File: config.mk
export PLATFORM = sky130hd
export DESIGN_NAME = step_pulse_gen
export DESIGN_NICKNAME = d
export VERILOG_FILES = /design/src/rtl/stepgen_pkg.sv /design/src/rtl/stepgen_accum.sv /design/src/rtl/stepgen_timer.sv /design/src/rtl/stepgen_seq.sv /design/src/rtl/stepgen_pos.sv /design/src/rtl/step_pulse_gen.sv
export SDC_FILE = /design/constraint.sdc
export NUM_CORES = 1
export LEC_CHECK = 0
export CAP_MARGIN = 25
export CORE_UTILIZATION = 39
export DETAILED_ROUTE_END_ITERATION = 8
export PLACE_DENSITY = 0.56
export RECOVER_POWER = 25
export SYNTH_ARGS = -nofsm -noshare
export SYNTH_HDL_FRONTEND = slang
export SYNTH_SLANG_ARGS = --single-unit
File: constraint.sdc
create_clock -name clk -period 5.5 [get_ports clk]
set_input_delay 0.825 -clock clk [delete_from_list [all_inputs] [get_ports clk]]
set_output_delay 0.825 -clock clk [all_outputs]
set_load 0.03 [all_outputs]
File: src/rtl/stepgen_pkg.sv
package stepgen_pkg;

    // Width of each timing field, in time-base units
    parameter int unsigned STEP_TIME_W = 5;

    // Sequencer states
    typedef enum logic [2:0] {
        SEQ_IDLE  = 3'd0,
        SEQ_HOLD  = 3'd1,
        SEQ_SETUP = 3'd2,
        SEQ_HIGH  = 3'd3,
        SEQ_SPACE = 3'd4
    } seq_state_e;

endpackage

File: src/rtl/stepgen_accum.sv
module stepgen_accum #(
    parameter int unsigned ACC_W = 32
) (
    input  logic             clk,
    input  logic             rst_n,
    input  logic             vel_we,
    input  logic [ACC_W-1:0] vel_i,
    output logic             carry_o,
    output logic             want_neg_o
);
    typedef struct packed {
        logic [ACC_W-1:0] vel;
        logic [ACC_W-1:0] acc;
        logic             carry;
    } accum_t;

    accum_t acc_d, acc_q;
    logic [ACC_W-1:0] mag;

    always_comb begin
        acc_d = acc_q;
        mag   = acc_q.vel[ACC_W-1] ? (~acc_q.vel + 1'b1) : acc_q.vel;
        if (vel_we) begin
            acc_d.vel = vel_i;
        end
        {acc_d.carry, acc_d.acc} = {1'b0, acc_q.acc} + {1'b0, mag};
    end

    always_ff @(posedge clk) begin
        if (!rst_n) begin
            acc_q <= '0;
        end else begin
            acc_q <= acc_d;
        end
    end

    assign carry_o    = acc_q.carry;
    assign want_neg_o = acc_q.vel[ACC_W-1];

endmodule

File: src/rtl/stepgen_timer.sv
module stepgen_timer #(
    parameter int unsigned TICK_DIV = 64,
    parameter int unsigned TW       = 5
) (
    input  logic          clk,
    input  logic          rst_n,
    input  logic          restart_i,
    input  logic [TW-1:0] units_i,
    output logic          done_o
);
    localparam int unsigned DIV_W = (TICK_DIV > 1) ? $clog2(TICK_DIV) : 1;
    localparam logic [DIV_W-1:0] DIV_LAST = DIV_W'(TICK_DIV - 1);

    typedef struct packed {
        logic [DIV_W-1:0] cnt;
        logic [TW-1:0]    units;
    } timer_t;

    timer_t tm_d, tm_q;

    always_comb begin
        tm_d = tm_q;
        if (restart_i) begin
            tm_d.cnt   = '0;
            tm_d.units = '0;
        end else if (tm_q.cnt == DIV_LAST) begin
            tm_d.cnt   = '0;
            tm_d.units = tm_q.units + 1'b1;
        end else begin
            tm_d.cnt = tm_q.cnt + 1'b1;
        end
    end

    always_ff @(posedge clk) begin
        if (!rst_n) begin
            tm_q <= '0;
        end else begin
            tm_q <= tm_d;
        end
    end

    // Last clock of the requested number of units
    assign done_o = (tm_q.cnt == DIV_LAST) && (tm_q.units == (units_i - 1'b1));

endmodule

File: src/rtl/stepgen_seq.sv
module stepgen_seq
    import stepgen_pkg::*;
#(
    parameter int unsigned TW = 5
) (
    input  logic          clk,
    input  logic          rst_n,
    input  logic          carry_i,
    input  logic          want_neg_i,
    input  logic [TW-1:0] len_i,
    input  logic [TW-1:0] space_i,
    input  logic [TW-1:0] dirt_i,
    input  logic          done_i,
    output logic          restart_o,
    output logic [TW-1:0] units_o,
    output logic          start_o,
    output logic          step_o,
    output logic          dir_o
);
    typedef struct packed {
        seq_state_e state;
        logic       dir;
        logic       pend;
    } seq_t;

    seq_t sq_d, sq_q;
    logic launch;

    function automatic logic [TW-1:0] at_least_one(input logic [TW-1:0] v);
        return (v == '0) ? TW'(1) : v;
    endfunction

    always_comb begin
        sq_d    = sq_q;
        start_o = 1'b0;
        launch  = 1'b0;
        sq_d.pend = sq_q.pend | carry_i;
        unique case (sq_q.state)
            SEQ_IDLE:  launch = 1'b1;
            SEQ_HIGH:  if (done_i) sq_d.state = SEQ_SPACE;
            SEQ_SPACE: if (done_i) launch = 1'b1;
            SEQ_HOLD: begin
                if (done_i) begin
                    sq_d.state = SEQ_SETUP;
                    sq_d.dir   = want_neg_i;
                end
            end
            SEQ_SETUP: if (done_i) launch = 1'b1;
            default:   sq_d.state = SEQ_IDLE;
        endcase
        if (launch) begin
            if (!sq_q.pend) begin
                sq_d.state = SEQ_IDLE;
            end else if (want_neg_i == sq_q.dir) begin
                sq_d.state = SEQ_HIGH;
                sq_d.pend  = carry_i;
                start_o    = 1'b1;
            end else begin
                sq_d.state = SEQ_HOLD;
            end
        end
    end

    always_comb begin
        unique case (sq_q.state)
            SEQ_HIGH:  units_o = at_least_one(len_i);
            SEQ_SPACE: units_o = at_least_one(space_i);
            default:   units_o = at_least_one(dirt_i);
        endcase
    end

    always_ff @(posedge clk) begin
        if (!rst_n) begin
            sq_q <= '{state: SEQ_IDLE, dir: 1'b0, pend: 1'b0};
        end else begin
            sq_q <= sq_d;
        end
    end

    assign restart_o = (sq_d.state != sq_q.state);
    assign step_o    = (sq_q.state == SEQ_HIGH);
    assign dir_o     = sq_q.dir;

endmodule

File: src/rtl/stepgen_pos.sv
module stepgen_pos #(
    parameter int unsigned POS_W = 32
) (
    input  logic             clk,
    input  logic             rst_n,
    input  logic             start_i,
    input  logic             neg_i,
    input  logic             latch_i,
    output logic [POS_W-1:0] pos_o
);
    typedef struct packed {
        logic [POS_W-1:0] cnt;
        logic [POS_W-1:0] fb;
    } pos_t;

    pos_t ps_d, ps_q;

    always_comb begin
        ps_d = ps_q;
        if (start_i) begin
            ps_d.cnt = neg_i ? (ps_q.cnt - 1'b1) : (ps_q.cnt + 1'b1);
        end
        if (latch_i) begin
            ps_d.fb = ps_q.cnt;
        end
    end

    always_ff @(posedge clk) begin
        if (!rst_n) begin
            ps_q <= '0;
        end else begin
            ps_q <= ps_d;
        end
    end

    assign pos_o = ps_q.fb;

endmodule

File: src/rtl/step_pulse_gen.sv
module step_pulse_gen
    import stepgen_pkg::*;
#(
    parameter int unsigned ACC_W    = 32,
    parameter int unsigned POS_W    = 32,
    parameter int unsigned TW       = STEP_TIME_W,
    parameter int unsigned TICK_DIV = 64
) (
    input  logic             clk,
    input  logic             rst_n,
    input  logic             vel_we,
    input  logic [ACC_W-1:0] vel_i,
    input  logic [TW-1:0]    step_len_i,
    input  logic [TW-1:0]    step_space_i,
    input  logic [TW-1:0]    dir_time_i,
    input  logic             pos_latch_i,
    output logic             step_o,
    output logic             dir_o,
    output logic [POS_W-1:0] pos_o
);
    logic          carry;
    logic          want_neg;
    logic          restart;
    logic          done;
    logic          start;
    logic [TW-1:0] units;

    stepgen_accum #(.ACC_W(ACC_W)) u_accum (
        .clk        (clk),
        .rst_n      (rst_n),
        .vel_we     (vel_we),
        .vel_i      (vel_i),
        .carry_o    (carry),
        .want_neg_o (want_neg)
    );

    stepgen_timer #(.TICK_DIV(TICK_DIV), .TW(TW)) u_timer (
        .clk       (clk),
        .rst_n     (rst_n),
        .restart_i (restart),
        .units_i   (units),
        .done_o    (done)
    );

    stepgen_seq #(.TW(TW)) u_seq (
        .clk        (clk),
        .rst_n      (rst_n),
        .carry_i    (carry),
        .want_neg_i (want_neg),
        .len_i      (step_len_i),
        .space_i    (step_space_i),
        .dirt_i     (dir_time_i),
        .done_i     (done),
        .restart_o  (restart),
        .units_o    (units),
        .start_o    (start),
        .step_o     (step_o),
        .dir_o      (dir_o)
    );

    stepgen_pos #(.POS_W(POS_W)) u_pos (
        .clk     (clk),
        .rst_n   (rst_n),
        .start_i (start),
        .neg_i   (dir_o),
        .latch_i (pos_latch_i),
        .pos_o   (pos_o)
    );

endmodule

== Yosys cells after proc, flatten, opt, wreduce, memory -nomap -nowiden ==
Cells that the tools add are included.
Cells by class
  add/subtract/negate cells: 7
  equal/unequal tests: 8
  multiplexer cells: 20
  bitwise logic cells: 3
  reductions and logical operators: 10
Operator list (count)
  adder 32 x 1 -> 32 bit (second input constant): 2
  two-way mux 32 bit: 2
  adder 32 x 32 -> 33 bit: 1
  inverter 32 bit: 1
  subtractor 32 x 1 -> 32 bit (second input constant): 1
  zero test 5 bit: 3
  two-way mux 5 bit: 3
  one-hot mux 5 bit (2 select lines): 1
  two-way mux 3 bit: 3
  one-hot mux 3 bit (3 select lines): 1
  two-way mux 1 bit: 7
  adder 6 x 1 -> 6 bit (second input constant): 1
  equality test 3 x 2 -> 1 bit (second input constant): 2
  equality test 6 bit (second input constant): 1
  OR reduction 3 bit: 2
  adder 5 x 1 -> 5 bit (second input constant): 1
  equality test 5 bit: 1
  subtractor 5 x 1 -> 5 bit (second input constant): 1
  two-way mux 4 bit: 1
  OR reduction 2 bit: 2
  equality test 3 x 1 -> 1 bit (second input constant): 1
  equality test 3 bit (second input constant): 1
  zero test 3 bit: 1
  inequality test 3 bit: 1
  other kinds (7): 7
Word-level totals
  register bits: 145
  output and inout bits: 34

== Depth between registers and ports, before layout ==
Gate-level depths: netlist of run 1.
  depth after elaboration: 11
  depth in mapped cells: 21
  depth with buffers taken out: 20

== Cells and area by module ==
Synthesis of run 1 repeated with hierarchy kept, for this count alone.
Second synthesis, totals
  cells, all modules: 1137
  area, all modules: 9884.5 sq um
By module, submodules not included
  stepgen_accum: instances 1, cells each 520, area an instance 4454.3 sq um, seq. area each 1301.2 sq um
  stepgen_pos: instances 1, cells each 483, area an instance 4345.4 sq um, seq. area each 1281.2 sq um
  stepgen_timer: instances 1, cells each 68, area an instance 603.1 sq um, seq. area each 220.2 sq um
  stepgen_seq: instances 1, cells each 66, area an instance 481.7 sq um, seq. area each 100.1 sq um

== Worst setup path after synthesis of run 1 ==
Ideal clock, no wire load.
  path type: register -> register
  start point: reg u_accum.acc_q[38] in the netlist's numbering
  end point: reg u_accum.acc_q[27] in the netlist's numbering
  data arrival time: 4.098 ns
  path slack: 1.275 ns
  cell stages (with the launch flop): 21
  buffers on the path: 1
  clock period less this slack: 4.225 ns
  path through: dfxtp_1 > or4_4 > nor4_2 > and2b_1 > nand2_1 > or4_1 > or3_1 > buf_2 > nand2_1 > xnor2_1 > ha_1 > nand2_1 > nor3_1 > a221oi_1 > o21ai_0 > a22o_1 > a211oi_1 > o21ai_0 > a21oi_1 > xor2_1 > nor2_1
On the way
  cells in the longest elaborated chain, start to end: 4
RTL lines
  start: declaration: RTL line stepgen_accum.sv:17  | accum_t acc_d, acc_q;
  start signal: assignment: RTL line stepgen_accum.sv:31  | acc_q <= '0;
  start signal: assignment: RTL line stepgen_accum.sv:33  | acc_q <= acc_d;
  inverter 32 bit: RTL line stepgen_accum.sv:22  | mag = acc_q.vel[ACC_W-1] ? (~acc_q.vel + 1'b1) : acc_q.vel;
  adder 32 x 1 -> 32 bit: RTL line stepgen_accum.sv:22
  two-way mux 32 bit *: RTL line stepgen_accum.sv:22
  adder 32 x 32 -> 33 bit *: RTL line stepgen_accum.sv:26  | {acc_d.carry, acc_d.acc} = {1'b0, acc_q.acc} + {1'b0, mag};
Mark *: on every way between the ends. The rest lies on a longest branch, timed or not.
A chain may end at the register's enable or synchronous reset.

== Final worst setup path of run 1 ==
  start point: reg u_accum.acc_q[38] in the netlist's numbering
  end point: reg u_accum.acc_q[31] in the netlist's numbering
The elaborated chain is that of the path after synthesis.

==> summary.txt, run 1 <==
Run status
  – Status: finished, violations left
  – Failing checks: max-capacitance violations, max-slew violations

Floorplan
  – Die Y: 156 um
  – Core area: 0.0234 mm2
  – I/O pin count: 85
  – X dimension of the die: 156 um
  – Initial Util: 0.397
  – Die ar.: 0.0245 mm2
  – Site Rows: 56

Final layout
  – Fill cells: 2355
  – Fin nets: 1213
  – P&R area growth vs syn: 15.6%
  – Fin area: 0.0107 mm2
  – Share of layout cells above drive strength 1: 0.0506
  – # diodes: 0

Worst hold path
  – Min-delay src: u_timer.tm_q[5]
  – Hold Crit Class: register to register

Clocking
  – Post-CTS resize count: 0
  – CTS tree: done
  – Total CTS buffers: 17
  – H-tree depth: 4
  – Register clock-pin slew on the reported worst setup and hold paths: 60 ps
  – CTS root buf: clkbuf_16
  – CTS Sinks: 145
  – Hold_buf cts: 0
  – # Post-CTS Setup Buffers: 0
  – Worst-Skew Late Latency: 420 ps
  – Clock tree buffer depth: 2

Timing
  – Rel. slew slack: -1.57
  – Pins Over Slew Limit: 168
  – TNS Setup: 0 ps
  – Pin slew with the least headroom to its limit: 3850 ps
  – Fin. Hold Viols: 0
  – Setup violators final: 0
  – Tmin final: 4650 ps
  – Fin crit share: 0.845
  – FMAX: 0.215 GHz
  – RSZ-0062 raised after global routing: no
  – Fin Clk Skew: 9.89 ps

Global route
  – Initial antenna violation count: 0
  – Overflow after GRT: 0
  – Vias in the first global route: 6900
  – Tot GR Track Use: 0.164
  – Largest net degree at the start of global routing: 102
  – First-pass GRT wire length: 32.8 mm

Drt
  – Routed via count: 7225
  – Initial DRC count: 276
  – WL final: 19.0 mm
  – DR pass1 iterations: 5
  – DRC: 0
  – Post-DR vias/cell: 5.07
  – Per-cell routed wire length: 13.3 um
  – Final ANT Viol Nets: 0

Placed design
  – Final Wtd Congestion: 0.799
  – Dpl hpwl: 13.6 mm
  – Placed cell areas: 0.0102 mm2
  – PortBufs: 84

Logic synthesis
  – Ys async rst share: 0
  – Flops & latches, synth: 145
  – Yosys top cell by area: dfxtp_1
  – Mapped Nets: 1174
  – Share of the synthesized area in the top cell type: 0.312
  – Post-synth cell types: 77
  – YS warnings: 0
  – Syn_area_per_cell: 8.80 um2
  – EDFF count, synth: 0
  – Syn Std Cell Area: 0.00929 mm2
  – Gate Count Post-Synth: 1056
  – Sequential-to-total area share from yosys stat: 0.312
  – Count leader, synth: dfxtp_1
  – Synth top area cells: dfxtp_1 (31%), mux2i_1 (9.4%), ha_1 (8.8%), xnor2_1 (6.1%), nor2b_1 (4.1%)
  – Synth top cells by count: dfxtp_1 (145), nor2_1 (98), mux2i_1 (87)
  – Main synth FF type: dfxtp_1

Setup path
  – Worst Setup End Kind: register
  – Critical path class: register to register
  – Worst Setup EP: u_accum.acc_q[31]
  – Cells on worst reg2reg path: 19
  – Arr. time, crit path: 4990 ps
  – CP Data Required Time: 5840 ps
  – Critical Path Start: u_accum.acc_q[38]
  – Worst r2r src: u_accum.acc_q[38]
  – Worst reg2reg endpoint: u_accum.acc_q[31]
  – Worst setup SP type: register
  – Max FO, Critical Path: 6
  – Worst reg2reg setup slack: 850 ps

Power and ir drop
  – Pleak: 4.51 nW
  – PD cells: 282 mW/mm2
  – Max IR drop VDD: 171 uV

Run
  – Max-cap check violation count: 3
layout make-up:
class	count	area, um2	area share
tap	319	399	0.0372
inverter	29	109	0.0101
sequential	145	2900	0.270
multi-input combinational	810	5870	0.547
clock inverter	6	105	0.00978
timing repair buffer	92	878	0.0818
clock buffer	25	475	0.0443
stage by stage:
stage / util / cells / setup WS (ps) / power (mW) / hold WS, ps
finish: 0.459 / 1426 / 851 / 3.03 / 466
global route: 0.459 / 1426 / 346 / 3.22 / 501
CTS: 0.459 / 1426 / 835 / 3.07 / 464
detailed placement: 0.435 / 1395 / 864 / 1.88 / 449
global placement: 0.435 / 1395 / 949 / 1.88 / 442
floorplan: - / 1056 / 1270 / 1.73 / 419
worst max-delay path, stage by stage, from the launching register on:
cell      delay, ps
dfxtp_1         360
or4_4           570
nor4_2          180
and2b_1         180
nand2_1          80
or4_1           470
or3_1           500
nand2_1         130
xnor2_1         120
ha_1            290
nand2_1         100
nor3_1           60
a221oi_1        220
o21ai_0         160
a22o_1          280
a211o_1         280
nand2_1         100
o21a_1          170
o21ai_0          70
a21oi_1         240
cells by family after synthesis:
group / Yosys count / synth area share
AO/OA/AOI/OAI: 233 / 0.176
buffers and inverters: 101 / 0.0564
AND/OR/NAND/NOR: 333 / 0.185
XOR/XNOR: 90 / 0.0848
multiplexers: 87 / 0.0937
flip-flops: 145 / 0.312
adder cells (fa/ha/maj): 67 / 0.0918
state kept, by name, summed over array words and instances, names as in the netlist:
| signal | flops |
|---|---|
| u_accum.acc_q | 63 |
| u_accum.carry_o | 1 |
| u_accum.want_neg_o | 1 |
| u_timer.tm_q | 11 |
| u_pos.pos_o | 32 |
| u_seq.dir_o | 1 |
| u_pos.ps_q | 32 |
| u_seq.sq_q | 4 |
routing by layer:
layer  vias to the layer above  share of wire  GRT usage
met2                        85           0.45      0.270
met4                         0          0.012     0.0458
met1                      3329           0.51      0.216
li1                       3797              -          -
met5                         -              0          0
met3                        14          0.031     0.0346
where the power goes:
part | internal [mW] | switching [mW]
clock | 0.733 | 0.432
sequential | 1.14 | 0.0432
combinational | 0.328 | 0.349
total | 2.20 | 0.825
cell usage in the layout, fill, tap and decap left out, drive strengths merged, types with 10 or more instances in the layout:
| cell | Yosys | final |
|---|---|---|
| a211oi | 12 | 12 |
| a21o | 25 | 25 |
| a21oi | 46 | 46 |
| and2 | 28 | 28 |
| and3 | 12 | 12 |
| clkbuf | 24 | 29 |
| clkdlybuf4s50 | 0 | 81 |
| dfxtp | 145 | 145 |
| ha | 65 | 65 |
| inv | 29 | 29 |
| mux2i | 87 | 87 |
| nand2 | 63 | 63 |
| nand3 | 12 | 12 |
| nor2 | 98 | 98 |
| nor2b | 61 | 61 |
| nor3 | 10 | 10 |
| o21a | 12 | 12 |
| o21ai | 51 | 51 |
| o31ai | 10 | 10 |
| xnor2 | 65 | 65 |
| xor2 | 25 | 25 |
worst min path at each step:
stage | slack [ps] | to | cells after the start
2_1_floorplan | 420 | u_timer.tm_q[5] | 1
3_3_place_gp | 440 | u_timer.tm_q[5] | 1
3_5_place_dp | 450 | u_timer.tm_q[5] | 1
4_1_cts | 460 | u_timer.tm_q[5] | 1
5_1_grt | 500 | u_timer.tm_q[5] | 1
6_report | 470 | u_timer.tm_q[5] | 1
No activity file was read; power rests on OpenSTA's default activity.
==> run 2: changes to the inputs <==
--- a/config.mk
+++ b/config.mk
@@ -8,7 +8,7 @@
 export CAP_MARGIN = 25
 export CORE_UTILIZATION = 39
 export DETAILED_ROUTE_END_ITERATION = 8
-export PLACE_DENSITY = 0.56
+export PLACE_DENSITY = 0.58
 export RECOVER_POWER = 25
 export SYNTH_ARGS = -nofsm -noshare
 export SYNTH_HDL_FRONTEND = slang
==> constraint.sdc (replaced) <==
create_clock -name clk -period 4.1 [get_ports clk]
set_input_delay 0.615 -clock clk [delete_from_list [all_inputs] [get_ports clk]]
set_output_delay 0.615 -clock clk [all_outputs]
set_load 0.03 [all_outputs]
==> run 2 against run 1 <==
Routed wire length up 3.6%. The run ends with max-capacitance violations, max-slew violations, negative setup slack left. Critical endpoint is now u_accum.acc_q[32]. Combinational power up 62%. Maximum frequency up 12%. Global-route usage about the same. Clock skew up 8.6 ps. Via count up 2.4%. Highest routed layer unchanged. Critical path depth unchanged. Register-to-register slack worse by 920 ps. Non-clock buffer count up 35. Clock-buffer cell count down 4. Hold slack worse by 1.8 ps.
==> summary.txt, run 2 (synthesis results as in run 1) <==
Run status
  – Status: finished, violations left
  – Failing checks: max-capacitance violations, max-slew violations, negative setup slack

Final layout
  – Fin area: 0.0112 mm2
  – Most common cell after layout, fill and taps aside: dfxtp_1
  – Flip-flop count of the largest register after layout: 63
  – Multi-input gate area: 0.00603 mm2
  – Fin nets: 1248
  – Share of layout cells above drive strength 1: 0.107
  – Sequential cell area: 0.00291 mm2
  – Most frequent cells in the layout: dfxtp_1 (142), nor2_1 (98), mux2i_1 (87)
  – Most flop-heavy register: u_accum.acc_q
  – Fill cells: 2286
  – P&R area growth vs syn: 21.0%
  – # diodes: 0

Setup path
  – Worst Setup End Kind: register
  – Worst reg2reg setup slack: -70 ps
  – Worst setup SP type: register
  – CP Data Required Time: 4420 ps
  – Arr. time, crit path: 4490 ps
  – Worst reg2reg endpoint: u_accum.acc_q[32]
  – Max FO, Critical Path: 4
  – Cells on worst reg2reg path: 19
  – Critical path class: register to register
  – Worst r2r src: u_accum.acc_q[41]

Power and ir drop
  – Sw Ratio: 0.281
  – Internal power: 3.11 mW
  – Final Power: 4.33 mW
  – Max IR drop VDD: 228 uV
  – Reg power frac: 0.368
  – PD cells: 385 mW/mm2
  – Pleak: 4.75 nW
  – Sw Pwr: 1.21 mW
  – Clk pwr share: 0.379
  – Combinational fraction of design power: 0.253

Worst hold path
  – Hold Path Stages: 1
  – Min-delay src: u_timer.tm_q[5]
  – Hold Path Sink: u_timer.tm_q[5]
  – Hold Crit Class: register to register

Global route
  – Tot GR Track Use: 0.165
  – Initial antenna violation count: 0
  – First-pass GRT wire length: 32.8 mm
  – Largest net degree at the start of global routing: 100
  – Vias in the first global route: 6950
  – Overflow after GRT: 0

Clocking
  – CTS tree: done
  – Clock tree buffer depth: 2
  – Hold_buf cts: 0
  – H-tree depth: 4
  – Register clock-pin slew on the reported worst setup and hold paths: 60 ps
  – Total CTS buffers: 17
  – Worst-Skew Late Latency: 430 ps
  – CTS Sinks: 145
  – CTS root buf: clkbuf_16

Timing
  – Rel. slew slack: -0.597
  – RSZ-0062 raised after global routing: yes
  – Fin. Hold Viols: 0
  – Pins Over Slew Limit: 66
  – Worst Slack Setup Final: -68.3 ps
  – Pin slew with the least headroom to its limit: 2400 ps
  – Fin Clk Skew: 18.5 ps
  – Setup violators final: 2
  – Tmin final: 4170 ps
  – FMAX: 0.240 GHz
  – Fin crit share: 1.02
  – TNS Setup: -84.0 ps

Drt
  – Per-cell routed wire length: 13.5 um
  – Post-DR vias/cell: 5.07
  – DR pass1 iterations: 4
  – Initial DRC count: 295
  – Final ANT Viol Nets: 0
  – WL final: 19.7 mm
  – DRC: 0
  – Routed via count: 7402

Floorplan
  – I/O pin count: 85
  – Core area: 0.0234 mm2
  – Die Y: 156 um
  – Site Rows: 56
  – X dimension of the die: 156 um
  – Initial Util: 0.397
  – Die ar.: 0.0245 mm2

Placed design
  – PortBufs: 84
  – Dpl ws: -220 ps
  – Dpl hpwl: 14.0 mm
  – Placed cell areas: 0.0105 mm2
  – Final Wtd Congestion: 0.811

Run
  – Max-cap check violation count: 2
==> run 2: changes by cell type in the layout (fill, tap and decap cells not counted), moves of 3 or more <==
| cell | before | now |
|---|---|---|
| buf_12 | 0 | 3 |
| nand2_1 | 62 | 58 |
| nand2_2 | 1 | 5 |
| clkinvlp_4 | 0 | 4 |
| dfxtp_2 | 0 | 3 |
| dfxtp_1 | 145 | 142 |
| buf_4 | 7 | 39 |
| clkbuf_1 | 10 | 5 |
==> run 2: worst max-delay path by stage <==
stage	slack, ps	to	start
after CTS	-80	u_accum.acc_q[32]	u_accum.acc_q[41]
after global routing	-260	u_accum.acc_q[31]	u_accum.acc_q[41]
after floorplan	-20	u_accum.acc_q[32]	u_accum.acc_q[41]
final	-70	u_accum.acc_q[32]	u_accum.acc_q[41]
after detailed placement	-220	u_accum.acc_q[26]	u_accum.acc_q[41]
after global placement	-150	u_accum.acc_q[28]	u_accum.acc_q[41]
==> run 2: worst max-delay path, stage by stage, from the launching register on <==
cell      delay [ps]
dfxtp_2          320
or4_4            550
nor4_4           160
and2b_1          170
nand2_1           70
or4_4            470
or3_4            430
o41ai_4          230
xnor2_1          150
ha_1             260
a21o_1           210
a21o_1           180
a21o_1           190
nand3_1           80
a21oi_1           70
nor2_1            90
o21bai_1          60
a31oi_1          170
xnor2_1           80
and2_1           140
==> run 2: area by class of cell <==
class | count | area share
clock buffer | 21 | 0.0401
clock inverter | 10 | 0.0142
inverter | 29 | 0.00968
multi-input combinational | 810 | 0.536
sequential | 145 | 0.259
tap | 319 | 0.0355
timing repair buffer | 127 | 0.106
==> run 2: through the flow <==
stage,hold slack [ps],instances,util
2_1_floorplan,419,1056,-
3_3_place_gp,444,1424,0.447
3_5_place_dp,452,1424,0.447
4_1_cts,468,1458,0.475
5_1_grt,486,1461,0.480
6_report,464,1461,0.480
==> run 2: metal layers <==
metal  GRT usage  part of all wire  vias to the layer above
li1            -                 -                     3880
met1       0.208              0.49                     3404
met2       0.280              0.47                      104
met3      0.0366             0.036                       14
met4      0.0430            0.0099                        0
met5           0                 0                        -
==> run 2: timing repair <==
action / in CTS / in global routing
endpoints found under the hold margin: 0 / 0
setup endpoints to repair: 10 / 13
gates resized for setup: 9 / 16
pin swaps: 6 / 6
setup buffers: 3 / 3
==> run 2: power by group through the flow <==
stage,sequential (mW),combinational (mW),clock [mW]
after global placement,1.62,0.999,0
after CTS,1.59,1.04,1.69
final,1.59,1.10,1.64
after global routing,1.60,1.22,1.74
after floorplan,1.60,0.724,0
after detailed placement,1.62,1.01,0
